File: config.mk
export PLATFORM = sky130hd
export DESIGN_NAME = sdram_init_refresh_seq
export DESIGN_NICKNAME = d
export VERILOG_FILES = /design/src/rtl/sdram_seq_pkg.sv /design/src/rtl/sdram_mode_word.sv /design/src/rtl/sdram_refresh_timer.sv /design/src/rtl/sdram_init_refresh_seq.sv
export SDC_FILE = /design/constraint.sdc
export NUM_CORES = 1
export LEC_CHECK = 0
export ABC_AREA = 0
export BUFFER_PORTS_ARGS = -buffer_cell sky130_fd_sc_hd__buf_2
export CORE_MARGIN = 2
export CORE_UTILIZATION = 33
export CTS_CLUSTER_DIAMETER = 30
export DETAILED_ROUTE_END_ITERATION = 16
export GPL_TIMING_DRIVEN = 0
export PLACE_DENSITY = 0.54
export SLEW_MARGIN = 20
export SYNTH_ARGS = -nofsm -noshare
export SYNTH_HDL_FRONTEND = slang
export SYNTH_SLANG_ARGS = --single-unit
File: constraint.sdc
create_clock -name clk -period 4.25 [get_ports clk]
set_input_delay 0.85 -clock clk [delete_from_list [all_inputs] [get_ports clk]]
set_output_delay 0.85 -clock clk [all_outputs]
set_load 0.005 [all_outputs]
File: src/rtl/sdram_seq_pkg.sv
package sdram_seq_pkg;

    typedef enum logic [3:0] {
        ST_PWRUP,
        ST_PALL,
        ST_PALL_GAP,
        ST_IREF,
        ST_IREF_GAP,
        ST_MRS,
        ST_MRS_GAP,
        ST_IDLE,
        ST_AREF,
        ST_AREF_GAP
    } seq_state_e;

    typedef struct packed {
        logic cs_n;
        logic ras_n;
        logic cas_n;
        logic we_n;
    } sd_cmd_t;

    localparam sd_cmd_t CMD_DESL = 4'b1111;
    localparam sd_cmd_t CMD_NOP  = 4'b0111;
    localparam sd_cmd_t CMD_PALL = 4'b0010;
    localparam sd_cmd_t CMD_REF  = 4'b0001;
    localparam sd_cmd_t CMD_MRS  = 4'b0000;

endpackage

File: src/rtl/sdram_mode_word.sv
module sdram_mode_word #(
    parameter int ADDR_W           = 12,
    parameter int CAS_LAT          = 2,
    parameter int BURST_LEN_CODE   = 3,
    parameter int BURST_INTERLEAVE = 0,
    parameter int SINGLE_WRITE     = 0
) (
    output logic [ADDR_W-1:0] word
);
    // single-write flag, two zero bits, latency, order, length code
    localparam logic [9:0] MODE_BITS = {1'(SINGLE_WRITE), 2'b00, 3'(CAS_LAT),
                                        1'(BURST_INTERLEAVE), 3'(BURST_LEN_CODE)};

    assign word = ADDR_W'(MODE_BITS);
endmodule

File: src/rtl/sdram_refresh_timer.sv
module sdram_refresh_timer #(
    parameter int REF_CYC  = 1953,
    parameter int MAX_OWED = 8
) (
    input  logic clk,
    input  logic rst_n,
    input  logic enable,
    input  logic take,
    output logic owed_any
);
    localparam int RW = (REF_CYC > 1) ? $clog2(REF_CYC) : 1;
    localparam int OW = $clog2(MAX_OWED + 1);

    typedef struct packed {
        logic [RW-1:0] cnt;
        logic [OW-1:0] owed;
    } tmr_regs_t;

    tmr_regs_t   q, d;
    logic        expire;
    logic [OW:0] sum;

    always_comb begin
        d      = q;
        expire = enable && (q.cnt == '0);
        sum    = {1'b0, q.owed} + (OW+1)'(expire) - (OW+1)'(take && (q.owed != '0));
        if (enable) begin
            d.cnt = expire ? RW'(REF_CYC - 1) : q.cnt - 1'b1;
        end
        d.owed = (sum > (OW+1)'(MAX_OWED)) ? OW'(MAX_OWED) : sum[OW-1:0];
    end

    always_ff @(posedge clk or negedge rst_n) begin
        if (!rst_n) begin
            q.cnt  <= RW'(REF_CYC - 1);
            q.owed <= '0;
        end else begin
            q <= d;
        end
    end

    assign owed_any = (q.owed != '0);


    owed_cap_chk: assert property (@(posedge clk) disable iff (!rst_n)
        q.owed <= OW'(MAX_OWED));


    coincide_chk: assert property (@(posedge clk) disable iff (!rst_n)
        (expire && take) |=> $stable(q.owed));


    expire_raises_chk: assert property (@(posedge clk) disable iff (!rst_n)
        (expire && !take) |=> (q.owed != '0));
endmodule

File: src/rtl/sdram_init_refresh_seq.sv
module sdram_init_refresh_seq
    import sdram_seq_pkg::*;
#(
    parameter int CLK_MHZ          = 125,
    parameter int POWERUP_US       = 100,
    parameter int REF_INTERVAL_NS  = 15625,
    parameter int T_RP_CYC         = 3,
    parameter int T_RC_CYC         = 9,
    parameter int T_MRD_CYC        = 2,
    parameter int INIT_REFS        = 2,
    parameter int CAS_LAT          = 2,
    parameter int BURST_LEN_CODE   = 3,
    parameter int BURST_INTERLEAVE = 0,
    parameter int SINGLE_WRITE     = 0,
    parameter int MAX_OWED         = 8,
    parameter int ADDR_W           = 12,
    parameter int PRE_ALL_BIT      = 10
) (
    input  logic              clk,
    input  logic              rst_n,
    input  logic              ref_gnt,
    output logic              ref_req,
    output logic              ready,
    output logic              sd_cke,
    output logic              sd_cs_n,
    output logic              sd_ras_n,
    output logic              sd_cas_n,
    output logic              sd_we_n,
    output logic [1:0]        sd_dqm,
    output logic [ADDR_W-1:0] sd_addr
);
    localparam int PWRUP_CYC = CLK_MHZ * POWERUP_US;
    localparam int REF_CYC   = CLK_MHZ * REF_INTERVAL_NS / 1000;
    localparam int GAP_MAX   = (T_RC_CYC > T_RP_CYC) ?
                               ((T_RC_CYC > T_MRD_CYC) ? T_RC_CYC : T_MRD_CYC) :
                               ((T_RP_CYC > T_MRD_CYC) ? T_RP_CYC : T_MRD_CYC);
    localparam int CNT_MAX   = (PWRUP_CYC > GAP_MAX) ? PWRUP_CYC : GAP_MAX;
    localparam int CNT_W     = $clog2(CNT_MAX + 1);
    localparam int IREF_W    = $clog2(INIT_REFS + 1);

    typedef struct packed {
        seq_state_e        st;
        logic [CNT_W-1:0]  cnt;
        logic [IREF_W-1:0] irefs;
        logic              rdy;
    } seq_regs_t;

    seq_regs_t         q, d;
    sd_cmd_t           cmd;
    logic [ADDR_W-1:0] mode_word;
    logic              owed_any;
    logic              accept;

    sdram_mode_word #(
        .ADDR_W          (ADDR_W),
        .CAS_LAT         (CAS_LAT),
        .BURST_LEN_CODE  (BURST_LEN_CODE),
        .BURST_INTERLEAVE(BURST_INTERLEAVE),
        .SINGLE_WRITE    (SINGLE_WRITE)
    ) u_mode (
        .word(mode_word)
    );

    sdram_refresh_timer #(
        .REF_CYC (REF_CYC),
        .MAX_OWED(MAX_OWED)
    ) u_timer (
        .clk     (clk),
        .rst_n   (rst_n),
        .enable  (q.rdy),
        .take    (accept),
        .owed_any(owed_any)
    );

    assign ref_req = owed_any && q.rdy && (q.st == ST_IDLE);
    assign accept  = ref_req && ref_gnt;

    // next-state computation
    always_comb begin
        d = q;
        unique case (q.st)
            ST_PWRUP: begin
                if (q.cnt == '0) d.st = ST_PALL;
                else             d.cnt = q.cnt - 1'b1;
            end
            ST_PALL: begin
                d.st  = ST_PALL_GAP;
                d.cnt = CNT_W'(T_RP_CYC - 2);
            end
            ST_PALL_GAP: begin
                if (q.cnt == '0) d.st = ST_IREF;
                else             d.cnt = q.cnt - 1'b1;
            end
            ST_IREF: begin
                d.st    = ST_IREF_GAP;
                d.cnt   = CNT_W'(T_RC_CYC - 2);
                d.irefs = q.irefs + 1'b1;
            end
            ST_IREF_GAP: begin
                if (q.cnt == '0) d.st = (q.irefs == IREF_W'(INIT_REFS)) ? ST_MRS : ST_IREF;
                else             d.cnt = q.cnt - 1'b1;
            end
            ST_MRS: begin
                d.st  = ST_MRS_GAP;
                d.cnt = CNT_W'(T_MRD_CYC - 2);
            end
            ST_MRS_GAP: begin
                if (q.cnt == '0) begin
                    d.st  = ST_IDLE;
                    d.rdy = 1'b1;
                end else begin
                    d.cnt = q.cnt - 1'b1;
                end
            end
            ST_IDLE: begin
                if (accept) d.st = ST_AREF;
            end
            ST_AREF: begin
                d.st  = ST_AREF_GAP;
                d.cnt = CNT_W'(T_RC_CYC - 2);
            end
            ST_AREF_GAP: begin
                if (q.cnt == '0) d.st = ST_IDLE;
                else             d.cnt = q.cnt - 1'b1;
            end
            default: d = q;
        endcase
    end

    always_ff @(posedge clk or negedge rst_n) begin
        if (!rst_n) begin
            q.st    <= ST_PWRUP;
            q.cnt   <= CNT_W'(PWRUP_CYC - 1);
            q.irefs <= '0;
            q.rdy   <= 1'b0;
        end else begin
            q <= d;
        end
    end

    // pin decode from registered state
    always_comb begin
        sd_addr = '0;
        unique case (q.st)
            ST_PWRUP:         cmd = CMD_DESL;
            ST_PALL: begin
                cmd                  = CMD_PALL;
                sd_addr[PRE_ALL_BIT] = 1'b1;
            end
            ST_IREF, ST_AREF: cmd = CMD_REF;
            ST_MRS: begin
                cmd     = CMD_MRS;
                sd_addr = mode_word;
            end
            default:          cmd = CMD_NOP;
        endcase
    end

    assign sd_cs_n  = cmd.cs_n;
    assign sd_ras_n = cmd.ras_n;
    assign sd_cas_n = cmd.cas_n;
    assign sd_we_n  = cmd.we_n;
    assign sd_cke   = 1'b1;
    assign sd_dqm   = q.rdy ? 2'b00 : 2'b11;
    assign ready    = q.rdy;


    first_cmd_pall_chk: assert property (@(posedge clk) disable iff (!rst_n)
        ($fell(sd_cs_n) && !ready) |-> (cmd == CMD_PALL && sd_addr[PRE_ALL_BIT]));


    init_ref_gap_chk: assert property (@(posedge clk) disable iff (!rst_n)
        (!ready && cmd == CMD_REF) |=> (cmd == CMD_NOP));


    ready_holds_chk: assert property (@(posedge clk) disable iff (!rst_n)
        ready |=> ready);


    grant_issues_ref_chk: assert property (@(posedge clk) disable iff (!rst_n)
        (ref_req && ref_gnt) |=> (cmd == CMD_REF));


    busy_no_req_chk: assert property (@(posedge clk) disable iff (!rst_n)
        (ready && cmd == CMD_REF) |=> !ref_req);
endmodule

==> flow_summary.ini, run 1 <==
[clock_network]
cts_num_sinks = 36
cts_setup_buffers = 0
cts.repair.resized = 0
insertion_delay_ps = 300
clkTransAtPathRegs_ps = 80
tritoncts = built
numCtsBuffers = 5
cts-htree-levels = 2
cts_buffer_depth = 2
ctsHoldBuffers = 0
cts-root-buf = sky130_fd_sc_hd__clkbuf_8

[grt]
grt_antenna_before_repair = 0
global_route.usage.total = 0.136
grt_overflow = 0
grt_start_max_net_pins = 37
number_of_global_route_vias_before_repair = 1793
wire_length_of_the_first_global_routing_pass_mm = 8.36

[synth]
synth_compound_gate_area_share = 0.142
syn-cell-area_mm2 = 0.00233
synth_cells = 263
synthAdderAreaFrac = 0.0623
synth-async-reset-ratio = 1.00
synth_top_family_by_area = simple AND/OR/NAND/NOR gates
dominantRegCellSynth = sky130_fd_sc_hd__dfrtp_1
syn_avg_cell_area_um2 = 8.86
synth_enable_flop_cells = 0
synth_mux_area_frac = 0.0129
synth.lib_cells_used.distinct = 55
synth-xor-area-share = 0.0602
synth_seq_cells = 36
synth_sequential_area_ratio = 0.393
synthesis.yosys.warnings = 0
synth_simple_gate_area_frac = 0.228

[drt]
post_drt_via_cell_ratio = 4.80
highest_layer = met4
met3RoutedLength_um = 140
detailed_route_iter0_violations = 71
drt-wirelength-per-cell_um = 12.2
wl_mm = 4.74
m1WireLength_mm = 2.50
drtAntennaViolNets = 0
detailroute.via_count = 1861
drc = 0
met2_wirelength_mm = 2.00
detailedRoute.firstPassIterationCount = 4

[outcome]
outcome = completed

[placed_design]
dp_hpwl_mm = 3.39
placedCellCount = 380
globalplace.congestion = 0.842
place.port_buffers = 14

[final_layout]
area_growth_pct = 14.1
fillerInstances = 729
utilization = 0.389
mostFrequentLayoutCell = sky130_fd_sc_hd__nor2_1
antenna_cells = 0
post_layout_nonfiller_instances = 388
final_cell_mix = 27 x sky130_fd_sc_hd__nor2_1, 24 x sky130_fd_sc_hd__dfrtp_1, 22 x sky130_fd_sc_hd__inv_1
fin_nets = 305
final_layout_size_suffix_gt1_frac = 0.199

[setup_path]
timing.critical_path.to_type = flop
crit_path_end = u_timer.q[2]$_DFF_PN0_
timing.critical_path.cells = or4_4, or3_1, buf_6, inv_1, ha_1, inv_1, fa_1, inv_1, or4_1, a2111oi_0, nor3_1, nor2_1
worstReg2RegStart = u_timer.q[6]$_DFFE_PN0P_
slowest_delay_ps = 570
path_common_cell = sky130_fd_sc_hd__inv_1
setup.reg_to_reg.worst_slack_ps = 930
cp_data_arrival_time_ps = 3480
r2r.worst_path.cells = 12
crit_path_start = u_timer.q[6]$_DFFE_PN0P_
worstSetupPathType = flop to flop
cpMaxStageDelayCell = sky130_fd_sc_hd__or4_4
r2r-end = u_timer.q[2]$_DFF_PN0_
startpoint_type = flop
critical_path.max_fanout = 7
cp.required_ps = 4410

[flow_run]
max_cap_violations = 0

[floorplanning]
pin_count = 24
die_width_um = 88.0
placement_rows = 30
core_region_area_mm2 = 0.00683
floorplan.initialDensity = 0.341
die_h_um = 88.0
fp.dieArea_mm2 = 0.00775

[sta]
max_slew.worst_pin.slew_ps = 828
period_share = 0.780
worst_clock_skew_ps = 9.60
tns_ps = 0
final-hold-violation-count = 0
achievable-frequency_ghz = 0.302
timing.final.setup_violations = 0
final-max-slew-violation-count = 0
slew-limit-headroom = 0.448
grt_setup_unrepaired = false
min_period_ps = 3320

[worst_hold_path]
timing.hold.worst.class = flop to flop

[power]
power_per_cell_area_mw_per_mm2 = 251
irDropWorstVdd_mv = 0.189
report.power.total_w = 0.000667
power.leakage_nw = 1.22
==> metrics by stage <==
| stage | worst slack (ps) | cell area (um2) | hold slack [ps] |
|---|---|---|---|
| floorplan | 1240 | 2360 | 467 |
| global placement | 877 | 2550 | 485 |
| detailed placement | 845 | 2550 | 490 |
| CTS | 893 | 2660 | 508 |
| global route | 605 | 2660 | 528 |
| finish | 934 | 2660 | 501 |
==> worst min path at each step <==
stage | from | to | cells after the start
2_1_floorplan | q[9]$_DFFE_PN1P_ | q[9]$_DFFE_PN1P_ | 2
3_3_place_gp | q[9]$_DFFE_PN1P_ | q[9]$_DFFE_PN1P_ | 2
3_5_place_dp | u_timer.q[5]$_DFFE_PN0P_ | u_timer.q[5]$_DFFE_PN0P_ | 2
4_1_cts | q[9]$_DFFE_PN1P_ | q[9]$_DFFE_PN1P_ | 2
5_1_grt | q[9]$_DFFE_PN1P_ | q[9]$_DFFE_PN1P_ | 2
6_report | q[9]$_DFFE_PN1P_ | q[9]$_DFFE_PN1P_ | 2
==> final cells by class <==
| cell class | count | area, um2 | area share |
|---|---|---|---|
| multi-input combinational | 188 | 1210 | 0.455 |
| sequential | 36 | 916 | 0.345 |
| buffer | 24 | 148 | 0.0556 |
| tap | 96 | 120 | 0.0452 |
| inverter | 22 | 82.6 | 0.0311 |
| timing repair buffer | 14 | 70.1 | 0.0264 |
| clock buffer | 5 | 68.8 | 0.0259 |
| clock inverter | 3 | 42.5 | 0.0160 |
==> power by group <==
| part | internal [W] | switching [W] |
|---|---|---|
| Sequential | 0.000343 | 0 |
| Combinational | 0.00000581 | 0.00000955 |
| Clock | 0.000174 | 0.000135 |
==> per-layer routing <==
layer | GRT usage | vias up
met3 | 0.0292 | 8
met5 | 0 | -
li1 | - | 950
met2 | 0.199 | 31
met1 | 0.197 | 872
met4 | 0.0468 | 0
==> flip-flops by register name (all words and copies together) (netlist names) <==
register,count
q,20
ready,1
u_timer.q,15
==> critical path: cells and delay by family (launching register included) <==
family          cells  cell delay (ps)
compound gates      1               90
fa+ha+maj           2              630
buf+inv             4              450
flops               1              430
simple gates        5             1570
==> kinds of logic after synthesis <==
family,after synthesis
AND/OR/NAND/NOR,99
AO/OA/AOI/OAI,50
buffers and inverters,46
flip-flops,36
XOR/XNOR,16
adder cells (fa/ha/maj),11
multiplexers,3
other,2
==> cell usage after synthesis (2+ instances only) <==
library cell / count / area share
sky130_fd_sc_hd__nor2_1: 27 / 0.044
sky130_fd_sc_hd__dfrtp_1: 24 / 0.26
sky130_fd_sc_hd__inv_1: 22 / 0.035
sky130_fd_sc_hd__a21oi_1: 15 / 0.032
sky130_fd_sc_hd__nand2_1: 14 / 0.023
sky130_fd_sc_hd__nor3_1: 14 / 0.030
sky130_fd_sc_hd__buf_4: 12 / 0.039
sky130_fd_sc_hd__dfstp_2: 12 / 0.14
sky130_fd_sc_hd__ha_1: 10 / 0.054
sky130_fd_sc_hd__xor2_1: 9 / 0.034
sky130_fd_sc_hd__xnor2_1: 7 / 0.026
sky130_fd_sc_hd__a31oi_1: 6 / 0.016
sky130_fd_sc_hd__clkbuf_1: 6 / 0.0097
sky130_fd_sc_hd__o21ai_0: 6 / 0.013
sky130_fd_sc_hd__nand2b_1: 5 / 0.013
sky130_fd_sc_hd__nand3_1: 5 / 0.011
sky130_fd_sc_hd__nor4_1: 4 / 0.011
sky130_fd_sc_hd__o31ai_1: 4 / 0.013
sky130_fd_sc_hd__or3_1: 4 / 0.011
sky130_fd_sc_hd__a21o_1: 3 / 0.0097
sky130_fd_sc_hd__buf_2: 3 / 0.0064
sky130_fd_sc_hd__mux2i_1: 3 / 0.013
sky130_fd_sc_hd__nand3b_1: 3 / 0.0097
sky130_fd_sc_hd__o211ai_1: 3 / 0.0097
sky130_fd_sc_hd__or4_1: 3 / 0.0097
sky130_fd_sc_hd__a41oi_1: 2 / 0.0075
sky130_fd_sc_hd__and3_1: 2 / 0.0054
sky130_fd_sc_hd__conb_1: 2 / 0.0032
sky130_fd_sc_hd__nand4_1: 2 / 0.0054
sky130_fd_sc_hd__nor3b_1: 2 / 0.0064
sky130_fd_sc_hd__nor4b_1: 2 / 0.0075
sky130_fd_sc_hd__o41ai_1: 2 / 0.0075
sky130_fd_sc_hd__or2_2: 2 / 0.0054
sky130_fd_sc_hd__or3b_2: 2 / 0.0075
Note: power is estimated with default switching activity, not from simulation.
==> inputs of run 2 (changes only) <==
--- a/config.mk
+++ b/config.mk
@@ -5,7 +5,7 @@
 export SDC_FILE = /design/constraint.sdc
 export NUM_CORES = 1
 export LEC_CHECK = 0
-export ABC_AREA = 0
+export ABC_AREA = 1
 export BUFFER_PORTS_ARGS = -buffer_cell sky130_fd_sc_hd__buf_2
 export CORE_MARGIN = 2
 export CORE_UTILIZATION = 33
==> constraint.sdc (replaced) <==
create_clock -name clk -period 3.1 [get_ports clk]
set_input_delay 0.62 -clock clk [delete_from_list [all_inputs] [get_ports clk]]
set_output_delay 0.62 -clock clk [all_outputs]
set_load 0.005 [all_outputs]
==> flow_summary.ini, run 2 <==
[final_layout]
fin_nets = 383
utilization = 0.382
area_growth_pct = 12.8
post_layout_nonfiller_instances = 469
max_ffs_per_register = 20
final_layout_size_suffix_gt1_frac = 0.170
antenna_cells = 0
register_with_the_most_flip_flops = q
mostFrequentLayoutCell = sky130_fd_sc_hd__nand2_1
final_cell_mix = 85 x sky130_fd_sc_hd__nand2_1, 51 x sky130_fd_sc_hd__inv_1, 43 x sky130_fd_sc_hd__nor2_1
non_filler_cell_area_final_mm2 = 0.00274

[floorplanning]
placement_rows = 31
die_h_um = 89.9
floorplan.initialDensity = 0.339
die_width_um = 89.9
core_region_area_mm2 = 0.00718
fp.dieArea_mm2 = 0.00807
pin_count = 24

[setup_path]
timing.critical_path.to_type = flop
r2r.worst_path.cells = 12
cp_data_arrival_time_ps = 2970
crit_path_start = q[20]$_DFFE_PN0P_
setup.reg_to_reg.worst_slack_ps = 360
cp.required_ps = 3340
crit_path_end = u_timer.q[0]$_DFF_PN0_
r2r-end = u_timer.q[0]$_DFF_PN0_
critical_path.max_fanout = 7
worstSetupPathType = flop to flop
startpoint_type = flop
worstReg2RegStart = q[20]$_DFFE_PN0P_

[drt]
drt-wirelength-per-cell_um = 10.5
drtAntennaViolNets = 0
detailedRoute.firstPassIterationCount = 4
detailed_route_iter0_violations = 71
detailroute.via_count = 2086
post_drt_via_cell_ratio = 4.45
wl_mm = 4.94
drc = 0

[synth]
synth_top_area_frac = 0.247
syn-cell-area_mm2 = 0.00243
synth_enable_flop_cells = 0
netlist_top_cells_count = 85 x sky130_fd_sc_hd__nand2_1, 51 x sky130_fd_sc_hd__inv_1, 44 x sky130_fd_sc_hd__nor2_1
synth_sequential_area_ratio = 0.377
synth.lib_cells_used.distinct = 29
synthDominantAreaCellType = sky130_fd_sc_hd__dfrtp_1
synth_seq_cells = 36
synth.most_common_cell = sky130_fd_sc_hd__nand2_1
synth-async-reset-ratio = 1.00
synthesis.yosys.warnings = 0
synth_cells = 341
synthTopCellsByArea = sky130_fd_sc_hd__dfrtp_1 25%, sky130_fd_sc_hd__nand2_1 13%, sky130_fd_sc_hd__dfstp_2 13%
dominantRegCellSynth = sky130_fd_sc_hd__dfrtp_1
syn_avg_cell_area_um2 = 7.13

[clock_network]
cts_num_sinks = 36
ctsHoldBuffers = 0
insertion_delay_ps = 300
clkTransAtPathRegs_ps = 80
cts-htree-levels = 2
cts_buffer_depth = 2
tritoncts = built
numCtsBuffers = 5
cts-root-buf = sky130_fd_sc_hd__clkbuf_8
cts_setup_buffers = 0

[power]
switching_share_of_total_power = 0.470
power_per_cell_area_mw_per_mm2 = 835
internal_power_w = 0.00121
clkPwrFrac = 0.152
p_switching_w = 0.00107
power.share.combinational = 0.553
irDropWorstVdd_mv = 0.604
power.leakage_nw = 1.49
pwr-share-seq = 0.295

[sta]
max_slew.worst_pin.slew_ps = 801
slew-limit-headroom = 0.466
final-max-slew-violation-count = 0
tns_ps = 0
achievable-frequency_ghz = 0.365
worst_clock_skew_ps = 9.62
grt_setup_unrepaired = false
period_share = 0.883
final-hold-violation-count = 0
timing.final.setup_violations = 0
min_period_ps = 2740

[placed_design]
placedCellCount = 461
postPlaceCellArea_mm2 = 0.00265
dp_hpwl_mm = 3.67
globalplace.congestion = 0.815
place.port_buffers = 14

[worst_hold_path]
timing.hold.worst.class = input pin to asynchronous set/reset pin

[grt]
number_of_global_route_vias_before_repair = 2012
wire_length_of_the_first_global_routing_pass_mm = 9.11
global_route.usage.total = 0.136
grt_antenna_before_repair = 0
grt_start_max_net_pins = 37
grt_overflow = 0

[flow_run]
max_cap_violations = 0

[outcome]
outcome = completed
[run 2: cell types whose count changed in the layout (fill, tap and decap cells not counted), moves of 4 or more]
cell	before	now
sky130_fd_sc_hd__o21ai_0	6	19
sky130_fd_sc_hd__nand4_1	2	6
sky130_fd_sc_hd__inv_1	22	51
sky130_fd_sc_hd__nor3_1	14	4
sky130_fd_sc_hd__a21oi_1	15	8
sky130_fd_sc_hd__or3_1	4	0
sky130_fd_sc_hd__nand3_1	5	31
sky130_fd_sc_hd__clkbuf_1	6	0
sky130_fd_sc_hd__nand2_1	14	85
sky130_fd_sc_hd__xnor2_1	7	2
sky130_fd_sc_hd__o21ai_2	0	5
sky130_fd_sc_hd__nor2_1	27	43
sky130_fd_sc_hd__a31oi_1	6	0
sky130_fd_sc_hd__nand2b_1	5	0
[run 2: layer usage]
layer  global-route usage  routed length (um)  up-vias
met4               0.0385                  40        0
met2                0.213                2170       31
met3               0.0369                 222        2
met1                0.187                2500      948
met5                    0                   0        -
li1                     -                   -     1105
[run 2: area by class of cell]
class,instances,area (um2)
clock inverters,3,18.8
flip-flops and latches,36,916
multi-input cells,243,1220
fillers,771,4430
repair buffers,14,70.1
plain buffers,16,125
well taps,99,124
inverters,53,199
clock buffers,5,68.8
[run 2: worst min-delay path by stage]
| stage | startpoint | to |
|---|---|---|
| floorplan | rst_n | q[11]$_DFFE_PN0P_ |
| detailed placement | u_timer.q[5]$_DFFE_PN0P_ | u_timer.q[5]$_DFFE_PN0P_ |
| global placement | u_timer.q[5]$_DFFE_PN0P_ | u_timer.q[5]$_DFFE_PN0P_ |
| global route | rst_n | u_timer.q[4]$_DFFE_PN0P_ |
| CTS | rst_n | u_timer.q[4]$_DFFE_PN0P_ |
| finish | rst_n | u_timer.q[4]$_DFFE_PN0P_ |
[run 2: repair_timing]
| action | in CTS | in global routing |
|---|---|---|
| endpoints found under the hold margin | 0 | 0 |
| gates resized for setup | 0 | 2 |
| setup endpoints to repair | 0 | 4 |
[run 2: critical path, cell delays in order (launching register included)]
cell and delay, ps:
sky130_fd_sc_hd__dfrtp_1 480, sky130_fd_sc_hd__nor2_2 240, sky130_fd_sc_hd__nand2_1 160, sky130_fd_sc_hd__nor3_1 210, sky130_fd_sc_hd__ha_1 260, sky130_fd_sc_hd__inv_1 60, sky130_fd_sc_hd__ha_1 160, sky130_fd_sc_hd__inv_1 60
sky130_fd_sc_hd__fa_1 400, sky130_fd_sc_hd__o21ai_1 190, sky130_fd_sc_hd__xor2_1 250, sky130_fd_sc_hd__nand2_1 110, sky130_fd_sc_hd__nor2_1 90
[run 2: power groups by stage]
| stage | combinational [W] | sequential [W] | clock, W |
|---|---|---|---|
| after CTS | 0.00128 | 0.000675 | 0.000362 |
| after floorplan | 0.000999 | 0.000662 | 0 |
| after detailed placement | 0.00127 | 0.000682 | 0 |
| after global routing | 0.00148 | 0.000691 | 0.000382 |
| final | 0.00126 | 0.000676 | 0.000349 |
| after global placement | 0.00126 | 0.000683 | 0 |
[run 2: kinds of logic after synthesis]
kind of cell             count (synthesis)  synth area share
AO/OA/AOI/OAI                           37            0.0875
XOR/XNOR                                10            0.0360
adder cells (fa/ha/maj)                 11            0.0597
buffers and inverters                   69             0.133
flip-flops                              36             0.377
other                                    2           0.00309
AND/OR/NAND/NOR                        176             0.304
[run 2: per-stage QoR]
stage,setup slack [ps],power [W],hold slack (ps)
3_3_place_gp,256,0.00194,472
2_1_floorplan,628,0.00166,324
5_1_grt,56.6,0.00255,483
6_report,364,0.00229,399
4_1_cts,180,0.00231,443
3_5_place_dp,214,0.00195,470
==> inputs of run 3 (changes only) <==
--- a/config.mk
+++ b/config.mk
@@ -13,6 +13,7 @@
 export DETAILED_ROUTE_END_ITERATION = 16
 export GPL_TIMING_DRIVEN = 0
 export PLACE_DENSITY = 0.54
+export RECOVER_POWER = 50
 export SLEW_MARGIN = 20
 export SYNTH_ARGS = -nofsm -noshare
 export SYNTH_HDL_FRONTEND = slang
==> flow_summary.ini, run 3 (synthesis gave the netlist of run 2 again) <==
[placed_design]
postPlaceCellArea_mm2 = 0.00265
globalplace.congestion = 0.815
place.port_buffers = 14
dp_hpwl_mm = 3.67

[drt]
detailedRoute.firstPassIterationCount = 4
drt-wirelength-per-cell_um = 10.5
drtAntennaViolNets = 0
wl_mm = 4.92
drc = 0
detailed_route_iter0_violations = 67
detailroute.via_count = 2083
post_drt_via_cell_ratio = 4.44

[clock_network]
numCtsBuffers = 5
tritoncts = built
cts-htree-levels = 2
cts_num_sinks = 36
cts_buffer_depth = 2
cts-root-buf = sky130_fd_sc_hd__clkbuf_8
insertion_delay_ps = 300
clkTransAtPathRegs_ps = 80

[setup_path]
cpMaxStageDelayCell = sky130_fd_sc_hd__dfrtp_1
critical_path.max_fanout = 7
cp.required_ps = 3340
cp_num_buf_inv = 2
slowest_delay_ps = 480
critPathTopFamily = adder cells
timing.critical_path.to_type = flop
cp_data_arrival_time_ps = 2970
startpoint_type = flop
worstSetupPathType = flop to flop
setup.reg_to_reg.worst_slack_ps = 360
timing.critical_path.cells = nor2_2, nand2_1, nor3_1, ha_1, inv_1, ha_1, inv_1, fa_1, o21ai_1, xor2_1, nand2_1, nor2_1

[grt]
grt_overflow = 0
global_route.usage.total = 0.136
grt_start_max_net_pins = 37
grt_antenna_before_repair = 0
number_of_global_route_vias_before_repair = 2012
wire_length_of_the_first_global_routing_pass_mm = 9.11

[sta]
grt_setup_unrepaired = false
slew-limit-headroom = -0.281
min_period_ps = 2740
final-hold-violation-count = 0
worst_clock_skew_ps = 9.62
period_share = 0.883
tns_ps = 0
timing.final.setup_violations = 0
achievable-frequency_ghz = 0.365
max_slew.worst_pin.slew_ps = 1920
final-max-slew-violation-count = 37

[floorplanning]
fp.dieArea_mm2 = 0.00807
core_region_area_mm2 = 0.00718
pin_count = 24
floorplan.initialDensity = 0.339
placement_rows = 31
die_width_um = 89.9
die_h_um = 89.9

[worst_hold_path]
timing.hold.worst.class = flop to flop

[final_layout]
register_with_the_most_flip_flops = q
mostFrequentLayoutCell = sky130_fd_sc_hd__nand2_1
fillerInstances = 773
fin_nets = 383
area_used_by_multi_input_combinational_logic_mm2 = 0.00122
antenna_cells = 0
area_growth_pct = 12.5
register_area_um2 = 916
final_cell_mix = 85 x sky130_fd_sc_hd__nand2_1, 51 x sky130_fd_sc_hd__inv_1, 43 x sky130_fd_sc_hd__nor2_1
final_layout_size_suffix_gt1_frac = 0.165
non_filler_cell_area_final_mm2 = 0.00274
max_ffs_per_register = 20

[power]
power_per_cell_area_mw_per_mm2 = 837
power.leakage_nw = 1.49
irDropWorstVdd_mv = 0.604

[outcome]
outcome = finished with violations
failing_checks = max-capacitance violations, max-slew violations

[flow_run]
max_cap_violations = 1
==> run 3: cell count changes in the layout (fill, tap and decap cells not counted) <==
| cell | before | now |
|---|---|---|
| sky130_fd_sc_hd__buf_2 | 15 | 14 |
| sky130_fd_sc_hd__clkbuf_1 | 0 | 1 |
| sky130_fd_sc_hd__nor3_2 | 1 | 0 |
| sky130_fd_sc_hd__nor3_1 | 4 | 5 |
==> run 3: cell type report <==
class                   instances  share of cell area
plain buffers                  16              0.0457
clock buffers                   5              0.0251
clock inverters                 3             0.00686
inverters                      53              0.0727
multi-input cells             243               0.444
flip-flops and latches         36               0.335
well taps                      99              0.0453
repair buffers                 14              0.0251
==> run 3: per-stage QoR <==
step                      setup WS [ps]  total power, W  utilization  hold slack (ps)  cells
after global placement              256         0.00194        0.370              472    461
after global routing               56.6         0.00255        0.381              518    469
after CTS                           180         0.00231        0.382              443    469
after detailed placement            214         0.00195        0.370              470    461
final                               364         0.00229        0.381              483    469
after floorplan                     628         0.00166            -              324    348
==> run 3: where the power goes <==
group          leakage [nW]  switching, W  internal [W]
Combinational          1.00      0.000798      0.000466
Clock                0.0479      0.000192      0.000157
Sequential            0.435     0.0000849      0.000591
Total                  1.49       0.00107       0.00121
==> run 3: path summary, 6_finish.rpt <==
path	cells past startpoint	end	startpoint
max	12	u_timer.q[0]$_DFF_PN0_	q[20]$_DFFE_PN0P_
min	2	u_timer.q[13]$_DFFE_PN1P_	u_timer.q[13]$_DFFE_PN1P_
max reg2reg	12	u_timer.q[0]$_DFF_PN0_	q[20]$_DFFE_PN0P_
min reg2reg	2	u_timer.q[13]$_DFFE_PN1P_	u_timer.q[13]$_DFFE_PN1P_
max in group asynchronous	1	q[12]$_DFFE_PN0P_	rst_n
min in group asynchronous	1	u_timer.q[4]$_DFFE_PN0P_	rst_n
==> run 3: worst register-to-register path, cell delays in order (launching register included) <==
cell and delay (ps):
sky130_fd_sc_hd__dfrtp_1 480, sky130_fd_sc_hd__nor2_2 240, sky130_fd_sc_hd__nand2_1 160, sky130_fd_sc_hd__nor3_1 210, sky130_fd_sc_hd__ha_1 260, sky130_fd_sc_hd__inv_1 60, sky130_fd_sc_hd__ha_1 160, sky130_fd_sc_hd__inv_1 60
sky130_fd_sc_hd__fa_1 400, sky130_fd_sc_hd__o21ai_1 190, sky130_fd_sc_hd__xor2_1 250, sky130_fd_sc_hd__nand2_1 110, sky130_fd_sc_hd__nor2_1 90
==> run 3: layer usage <==
layer | vias to the layer above | global-route usage | wire length (um)
li1 | 1105 | - | -
met1 | 945 | 0.187 | 2490
met2 | 31 | 0.213 | 2170
met3 | 2 | 0.0369 | 221
met4 | 0 | 0.0385 | 40
met5 | - | 0 | 0
==> run 3: repair_timing <==
item	in CTS	in global routing
endpoints found under the setup margin	0	4
hold buffers	0	0
resized for setup	0	2
setup buffers	0	0
